==> config.mk <==
export PLATFORM = sky130hd
export DESIGN_NAME = bcd_len_decoder
export DESIGN_NICKNAME = d
export VERILOG_FILES = /design/src/rtl/bcd_pkg.sv /design/src/rtl/bcd_classify.sv /design/src/rtl/bcd_operand.sv /design/src/rtl/bcd_len_decoder.sv
export SDC_FILE = /design/constraint.sdc
export NUM_CORES = 1
export LEC_CHECK = 0
export BUFFER_PORTS_ARGS = -buffer_cell sky130_fd_sc_hd__buf_2
export CAP_MARGIN = 20
export CORE_MARGIN = 4
export CORE_UTILIZATION = 58
export CTS_BUF_LIST = sky130_fd_sc_hd__clkbuf_8
export CTS_CLUSTER_DIAMETER = 200
export DETAILED_ROUTE_END_ITERATION = 10
export PLACE_DENSITY = 0.87
export SYNTH_ARGS = -nofsm -noshare
export SYNTH_HDL_FRONTEND = slang
export SYNTH_SLANG_ARGS = --single-unit
export TNS_END_PERCENT = 10
==> constraint.sdc <==
create_clock -name clk -period 3.87 [get_ports clk]
set_clock_uncertainty 0.1 [all_clocks]
set_input_delay 0.774 -clock clk [delete_from_list [all_inputs] [get_ports clk]]
set_output_delay 0.774 -clock clk [all_outputs]
set_load 0.05 [all_outputs]
==> src/rtl/bcd_pkg.sv <==
package bcd_pkg;

    typedef enum logic [2:0] {
        OC_NONE,   // no operand byte
        OC_U8,     // one byte, zero-extended
        OC_S8,     // one byte, sign-extended
        OC_U16,    // two bytes, zero-extended
        OC_S16,    // two bytes, sign-extended
        OC_WIDE,   // widening prefix
        OC_BAD     // not supported
    } opnd_cls_e;

    typedef enum logic [1:0] {
        ST_OPCODE,
        ST_WIDE_OPC,
        ST_OPERAND,
        ST_EMIT
    } dec_state_e;

    localparam logic [7:0] OPC_PREFIX = 8'hC4;
    localparam logic [7:0] OPC_ILOAD  = 8'h15;

    function automatic logic [1:0] cls_bytes(input opnd_cls_e c);
        unique case (c)
            OC_U8, OC_S8:   return 2'd1;
            OC_U16, OC_S16: return 2'd2;
            default:        return 2'd0;
        endcase
    endfunction

endpackage

==> src/rtl/bcd_classify.sv <==
module bcd_classify
    import bcd_pkg::*;
(
    input  logic [7:0] opc,
    output opnd_cls_e  cls
);

    always_comb begin
        if (opc == OPC_PREFIX)
            cls = OC_WIDE;
        else if (opc == 8'h15 || opc == 8'h12)
            cls = OC_U8;
        else if (opc == 8'h10)
            cls = OC_S8;
        else if (opc == 8'h13)
            cls = OC_U16;
        else if (opc == 8'h11)
            cls = OC_S16;
        else if ((opc >= 8'h99 && opc <= 8'hA7) || opc == 8'hC6 || opc == 8'hC7)
            cls = OC_S16;
        else if (opc <= 8'h0F
                 || (opc >= 8'h1A && opc <= 8'h2D)
                 || (opc >= 8'h57 && opc <= 8'h83)
                 || (opc >= 8'hAC && opc <= 8'hB1))
            cls = OC_NONE;
        else
            cls = OC_BAD;
    end

endmodule

==> src/rtl/bcd_operand.sv <==
module bcd_operand
    import bcd_pkg::*;
#(
    parameter int OPND_W = 32
) (
    input  logic              clk,
    input  logic              rst_n,
    input  logic              clr,
    input  logic              shift,
    input  logic [7:0]        byte_in,
    input  opnd_cls_e         cls,
    output logic [OPND_W-1:0] value
);

    localparam int RAW_W = 16;

    logic [RAW_W-1:0] acc_q;

    always_ff @(posedge clk) begin
        if (!rst_n || clr)
            acc_q <= '0;
        else if (shift)
            acc_q <= {acc_q[RAW_W-9:0], byte_in};
    end

    always_comb begin
        unique case (cls)
            OC_U8:   value = {{(OPND_W-8){1'b0}}, acc_q[7:0]};
            OC_S8:   value = {{(OPND_W-8){acc_q[7]}}, acc_q[7:0]};
            OC_U16:  value = {{(OPND_W-RAW_W){1'b0}}, acc_q};
            OC_S16:  value = {{(OPND_W-RAW_W){acc_q[RAW_W-1]}}, acc_q};
            default: value = '0;
        endcase
    end

endmodule

==> src/rtl/bcd_len_decoder.sv <==
module bcd_len_decoder
    import bcd_pkg::*;
#(
    parameter int OPND_W = 32,
    parameter int LEN_W  = 3
) (
    input  logic              clk,
    input  logic              rst_n,
    input  logic              in_valid,
    input  logic [7:0]        in_byte,
    output logic              in_ready,
    output logic              out_valid,
    input  logic              out_ready,
    output logic [7:0]        out_opcode,
    output logic              out_wide,
    output logic              out_illegal,
    output logic [OPND_W-1:0] out_operand,
    output logic [LEN_W-1:0]  out_len
);

    dec_state_e       state_q, state_d;
    logic [7:0]       opc_q, opc_d;
    logic             wide_q, wide_d;
    logic             ill_q, ill_d;
    opnd_cls_e        cls_q, cls_d;
    logic [1:0]       left_q, left_d;
    logic [LEN_W-1:0] len_q, len_d;
    logic             acc_clr, acc_shift, take;
    opnd_cls_e        cls_in;

    bcd_classify u_cls (
        .opc (in_byte),
        .cls (cls_in)
    );

    bcd_operand #(.OPND_W(OPND_W)) u_opnd (
        .clk     (clk),
        .rst_n   (rst_n),
        .clr     (acc_clr),
        .shift   (acc_shift),
        .byte_in (in_byte),
        .cls     (cls_q),
        .value   (out_operand)
    );

    assign out_valid = (state_q == ST_EMIT);
    assign in_ready  = !out_valid || out_ready;
    assign take      = in_valid && in_ready;

    always_comb begin
        state_d   = state_q;
        opc_d     = opc_q;
        wide_d    = wide_q;
        ill_d     = ill_q;
        cls_d     = cls_q;
        left_d    = left_q;
        len_d     = len_q;
        acc_clr   = 1'b0;
        acc_shift = 1'b0;
        unique case (state_q)
            ST_OPCODE, ST_EMIT: begin
                if (state_q == ST_EMIT && out_ready)
                    state_d = ST_OPCODE;
                if (take) begin
                    acc_clr = 1'b1;
                    opc_d   = in_byte;
                    wide_d  = 1'b0;
                    ill_d   = 1'b0;
                    cls_d   = OC_NONE;
                    left_d  = 2'd0;
                    len_d   = LEN_W'(1);
                    unique case (cls_in)
                        OC_WIDE: begin
                            wide_d  = 1'b1;
                            state_d = ST_WIDE_OPC;
                        end
                        OC_NONE: state_d = ST_EMIT;
                        OC_BAD: begin
                            ill_d   = 1'b1;
                            state_d = ST_EMIT;
                        end
                        default: begin
                            cls_d   = cls_in;
                            left_d  = cls_bytes(cls_in);
                            state_d = ST_OPERAND;
                        end
                    endcase
                end
            end
            ST_WIDE_OPC: begin
                if (take) begin
                    opc_d = in_byte;
                    len_d = len_q + LEN_W'(1);
                    if (in_byte == OPC_ILOAD) begin
                        cls_d   = OC_U16;
                        left_d  = 2'd2;
                        state_d = ST_OPERAND;
                    end else begin
                        ill_d   = 1'b1;
                        state_d = ST_EMIT;
                    end
                end
            end
            ST_OPERAND: begin
                if (take) begin
                    acc_shift = 1'b1;
                    len_d     = len_q + LEN_W'(1);
                    left_d    = left_q - 2'd1;
                    if (left_q == 2'd1)
                        state_d = ST_EMIT;
                end
            end
            default: state_d = ST_OPCODE;
        endcase
    end

    always_ff @(posedge clk) begin
        if (!rst_n) begin
            state_q <= ST_OPCODE;
            opc_q   <= '0;
            wide_q  <= 1'b0;
            ill_q   <= 1'b0;
            cls_q   <= OC_NONE;
            left_q  <= '0;
            len_q   <= '0;
        end else begin
            state_q <= state_d;
            opc_q   <= opc_d;
            wide_q  <= wide_d;
            ill_q   <= ill_d;
            cls_q   <= cls_d;
            left_q  <= left_d;
            len_q   <= len_d;
        end
    end

    assign out_opcode  = opc_q;
    assign out_wide    = wide_q;
    assign out_illegal = ill_q;
    assign out_len     = len_q;

endmodule

-- After elaboration in Yosys (flattened, before gate mapping)
Index checks and enable logic that the tools add are counted.
- $add $sub $neg: 2
- magnitude comparators: 9
- multiplexer cells: 40
- reduce and logical (&&, ||, !) cells: 33
- eq/ne operators: 30
- operator list (operator ; number):
    one-hot mux 32 bit (4 select lines) ; 1
    equality test 8 x 5 -> 1 bit, second input constant ; 5
    2-to-1 mux 3 bit ; 13
    equality test 8 bit, second input constant ; 3
    less-or-equal comparator 8 bit, second input constant ; 3
    2-to-1 mux 2 bit ; 10
    greater-or-equal comparator 8 bit, second input constant ; 2
    AND reduction 4 bit ; 4
    equality test 3 x 2 -> 1 bit, second input constant ; 4
    equality test 3 bit, second input constant ; 4
    inequality test 2 bit, second input constant ; 6
    one-hot mux 2 bit (3 select lines) ; 2
    one-hot mux 3 bit (2 select lines) ; 2
    OR reduction 2 bit ; 5
    2-to-1 mux 1 bit ; 9
    greater-or-equal comparator 8 x 5 -> 1 bit, second input constant ; 1
    greater-or-equal comparator 8 x 7 -> 1 bit, second input constant ; 1
    less-or-equal comparator 8 x 4 -> 1 bit, second input constant ; 1
    less-or-equal comparator 8 x 6 -> 1 bit, second input constant ; 1
    logical OR 1 bit ; 8
    one-hot mux 2 bit (2 select lines) ; 2
    equality test 3 x 1 -> 1 bit, second input constant ; 2
    logical AND 1 bit ; 6
    AND reduction 2 bit ; 3
    other kinds (12) ; 16
- output and inout bits: 47
- input bits: 12
- register bits after elaboration: 36

-- Longest topological paths before layout
- depth in word-level cells: 18
- depth in mapped cells: 8
- depth with buffers taken out: 7

-- Modules after synthesis
Synthesis repeated with hierarchy kept, for this count alone.
- cells, all modules: 272
- area total of the unflattened synthesis: 2437.3 um^2
- by module, submodules not included (module ; times used ; area each (um^2) ; cells an instance):
    bcd_len_decoder ; 1 ; 1118.6 ; 132
    bcd_operand ; 1 ; 1057.3 ; 104
    bcd_classify ; 1 ; 261.5 ; 36

-- Least setup slack after synthesis
No wires, ideal clock.
- path kind: register -> output
- from: register cls_q[2]
- to: output out_operand[15]
- arrival time: 2.401 ns
- data required time: 2.996 ns
- path slack: 0.595 ns
- stages on the path, launching flop included: 6
- cell sequence: dfxtp_1 nor2b_1 clkbuf_1 a21oi_1 nor2_1 a21o_1
- word-level cells in the longest chain between the ends: 2
- RTL lines (what ; line ; RTL):
    start: declaration ; bcd_len_decoder.sv:25 ; opnd_cls_e cls_q, cls_d;
    start signal: assignment ; bcd_len_decoder.sv:131 ; cls_q <= cls_d;
    equality test 3 bit, or another cell as far along ; bcd_operand.sv:27 ; unique case (cls)
    one-hot mux 32 bit (4 select lines) (*) ; bcd_operand.sv:27 ;
    end: declaration ; bcd_len_decoder.sv:17 ; output logic [OPND_W-1:0] out_operand,
Mark *: on every way between the ends. The rest lies on a longest branch, timed or not.

-- Worst setup path in the final report
Same ends and word-level chain as after synthesis.

==> impl_results.md <==
- Row count: 21
- Crit path max-delay cell type: nor2_1
- Filler instances: 308
- Clock power share: 25.3%
- Ranking of synthesized cells by area: dfxtp_1, nand2_1, a21oi_1
- Setup-failing EPs final: 0
- Total wire length: 5170 µm
- Synthesized Nets: roughly 310
- CTS buffer count: 5
- Hold_buf cts: 0
- Final hold vios: 0
- Worst VDD drop: 477 µV
- Multiplexer share of the synthesized area: 0%
- Initial Util: 62.4%
- Fraction of synthesis flops using an asynchronous set or reset pin: 0%
- Headroom to the max-slew limit: 56.1%
- Port bufs: 58
- Yosys reg bits: 36
- Slew @ Worst Pin: 656 ps
- Sum Neg Setup Slack: 0 ps
- IO Count: ~60
- Period utilization: 79.0%
- Worst path buffer plus inverter count: 1
- Htree depth: 2
- Multi-input gate area: 1230 µm²
- Post-synth EDFFs: 0
- Dpl hpwl: ~3600 µm
- Total power: 1.45 mW
- Pleak: 1.06 nW
- Ys flop type: dfxtp_1
- CP Launch Type: flip-flop
- Status: complete, no violations
- Fmax: 327 MHz
- Total power density per cell area: roughly 590 nW/µm²
- Post-synthesis compound-gate area fraction: 25.1%
- Reg area: 721 µm²
- Synth warnings: 0
- Core region area: approximately 3500 µm²
- Via density: approximately 5.9
- Tot GR Track Use: between 20% and 30%
- Final Cell Area: 2440 µm²
- Area delta synth->final: 12.9%
- CTS Sinks: 36
- CTS tree: yes
- DRT Pass-1 Iters: 4
- Most frequent cells in the layout: nand2_1, buf_2, dfxtp_1
- Antenna Violating Nets Remaining: 0
- Largest net degree at the start of global routing: 20
- CP required: ~3000 ps
- Crit Path Class: reg2out
- Fin nets: 336
- Int Power: approximately 840 µW
- Top delay family on crit path: simple AND/OR/NAND/NOR gates
- Sequential share of power: 32.8%
- # diodes: 0
- Commonest non-fill, non-tap cell in the layout: nand2_1
- Crit-path max FO: 17
- Comb power frac: between 40% and 50%
- Clock root buffer: clkbuf_8
- CP peak stage delay: 530 ps
- DR vias: 2,145
- DRC: 0
- Die height: 69.1 µm
- RSZ-0062 raised after global routing: false
- Die area: between 4000 and 5000 µm²
- Crit-path cells: nor2b_1, a21oi_1, nor2_1, a21o_1, buf_2
- Fin. max-slew vios: 0
- Synth Area in XOR/XNOR: 1.62%
- Worst setup EP type: output pin
- Syn_area_per_cell: 7.49 µm²
- Post-Synthesis Cells: about 290
- Wire length of the first global-routing pass: 8470 µm
- Antenna violations before repair: 0
- Largest family of logic cells by synthesized area: simple AND/OR/NAND/NOR gates
- Worst hold slack: 349 ps
- Yosys top cell area share: between 30% and 40%
- Post-cts sizing count: 0
- Longest Clk Path Bufs: 2
- HP Class: reg2reg
- RePlAce Congestion: slightly below 0.9
- Share of post-route cells with drive strength above 1: about a quarter
- Clk Latency, worst-skew pair: 290 ps
- Worst-path clk slew: about 70 ps
- Unique cell type count in the Yosys netlist: slightly above 50
- Iteration-0 DRC Markers: 146
- Sw Ratio: between 40% and 50%
- Post-synth top area cell: dfxtp_1
- Sw Pwr: 603 µW
- Total grt overflow: 0
- Die X: 69.1 µm
- Vias in the first global route: ~1,900
- CP arrival: between 2000 and 2500 ps
- Total setup buffers inserted after CTS: 0
- MaxCap Viol Count: 0
- Final core utilization: 70.5%
- Simple-Gate Fraction of Synth Area: 27.2%
- Placed instance area: 2320 µm²
- Minimum clock period after layout: 3060 ps
- Sequential share of the synthesized area: between 30% and 40%
- WL/cell: 14.1 µm
- Adder-cell share of the synthesized area: ~2.9%
- Synth Cell Area: 2170 µm²
[flip-flops by register name, summed over array words and instances (netlist names)]
signal and flops:
u_opnd.acc_q 16, out_opcode 8, out_wide 1, cls_q 3, out_illegal 1, out_len 3
left_q 2, state_q 2
[per-layer routing]
layer  share of wire [%]  global-route usage [%]
met1                  45                    26.9
met2                  44                    34.6
met3                 7.6                    6.54
met4                 2.9                    9.76
met5                   0                       0
[synth_stat cells, types with 2 or more instances]
cell type,n
nand2_1,60
dfxtp_1,36
a21oi_1,32
o21ai_0,24
buf_4,16
clkbuf_1,16
nor2_1,11
and2_1,10
a21boi_0,8
nor3_1,7
ha_1,5
inv_1,5
nand2b_1,5
buf_2,3
o21a_1,3
xor2_1,3
a21boi_1,2
and4b_1,2
nand3_1,2
nand4b_1,2
nor2b_1,2
nor4b_1,2
o211a_1,2
o221a_2,2
o2bb2ai_1,2
or4b_4,2
[power by group through the flow]
stage | Sequential, mW | Clock [mW] | Combinational (mW)
4_1_cts | 0.474 | 0.365 | 0.600
5_1_grt | 0.482 | 0.390 | 0.668
6_report | 0.474 | 0.366 | 0.607
3_3_place_gp | 0.478 | 0 | 0.584
2_1_floorplan | 0.529 | 0 | 0.429
3_5_place_dp | 0.481 | 0 | 0.593
[cell type report]
cell class,instances,area share [%]
Tap cell,46,2.35
Timing Repair Buffer,58,11.9
Clock buffer,7,3.94
Multi-Input combinational cell,213,50.4
Clock inverter,1,1.23
Sequential cell,36,29.5
Inverter,5,0.768
[through the flow]
stage	setup WS, ps	cells
global route	521	366
CTS	785	366
floorplan	595	289
finish	813	366
detailed placement	1120	358
global placement	1220	358
[worst paths after layout]
check	startpoint	end	slack [ps]	cells after the start
max	cls_q[2]	out_operand[15]	810	5
min	out_wide	out_wide	350	2
max reg2reg	state_q[0]	u_opnd.acc_q[5]	1630	6
min reg2reg	out_wide	out_wide	350	2
[worst reg2reg max path, cell delays in order (launching register included)]
cell      delay, ps
dfxtp_1         340
ha_1            230
nand2b_1        160
and2_1          440
nand2_1         210
nand2_1         510
a21oi_1         110
[cell families (layout without fill, tap and decap cells)]
kind of cell | after synthesis | count (layout)
simple gates | 116 | 116
compound gates | 88 | 88
buf+inv | 40 | 71
flops | 36 | 36
fa+ha+maj | 5 | 5
xor+xnor | 4 | 4
No activity file was read; power rests on OpenSTA's default activity.
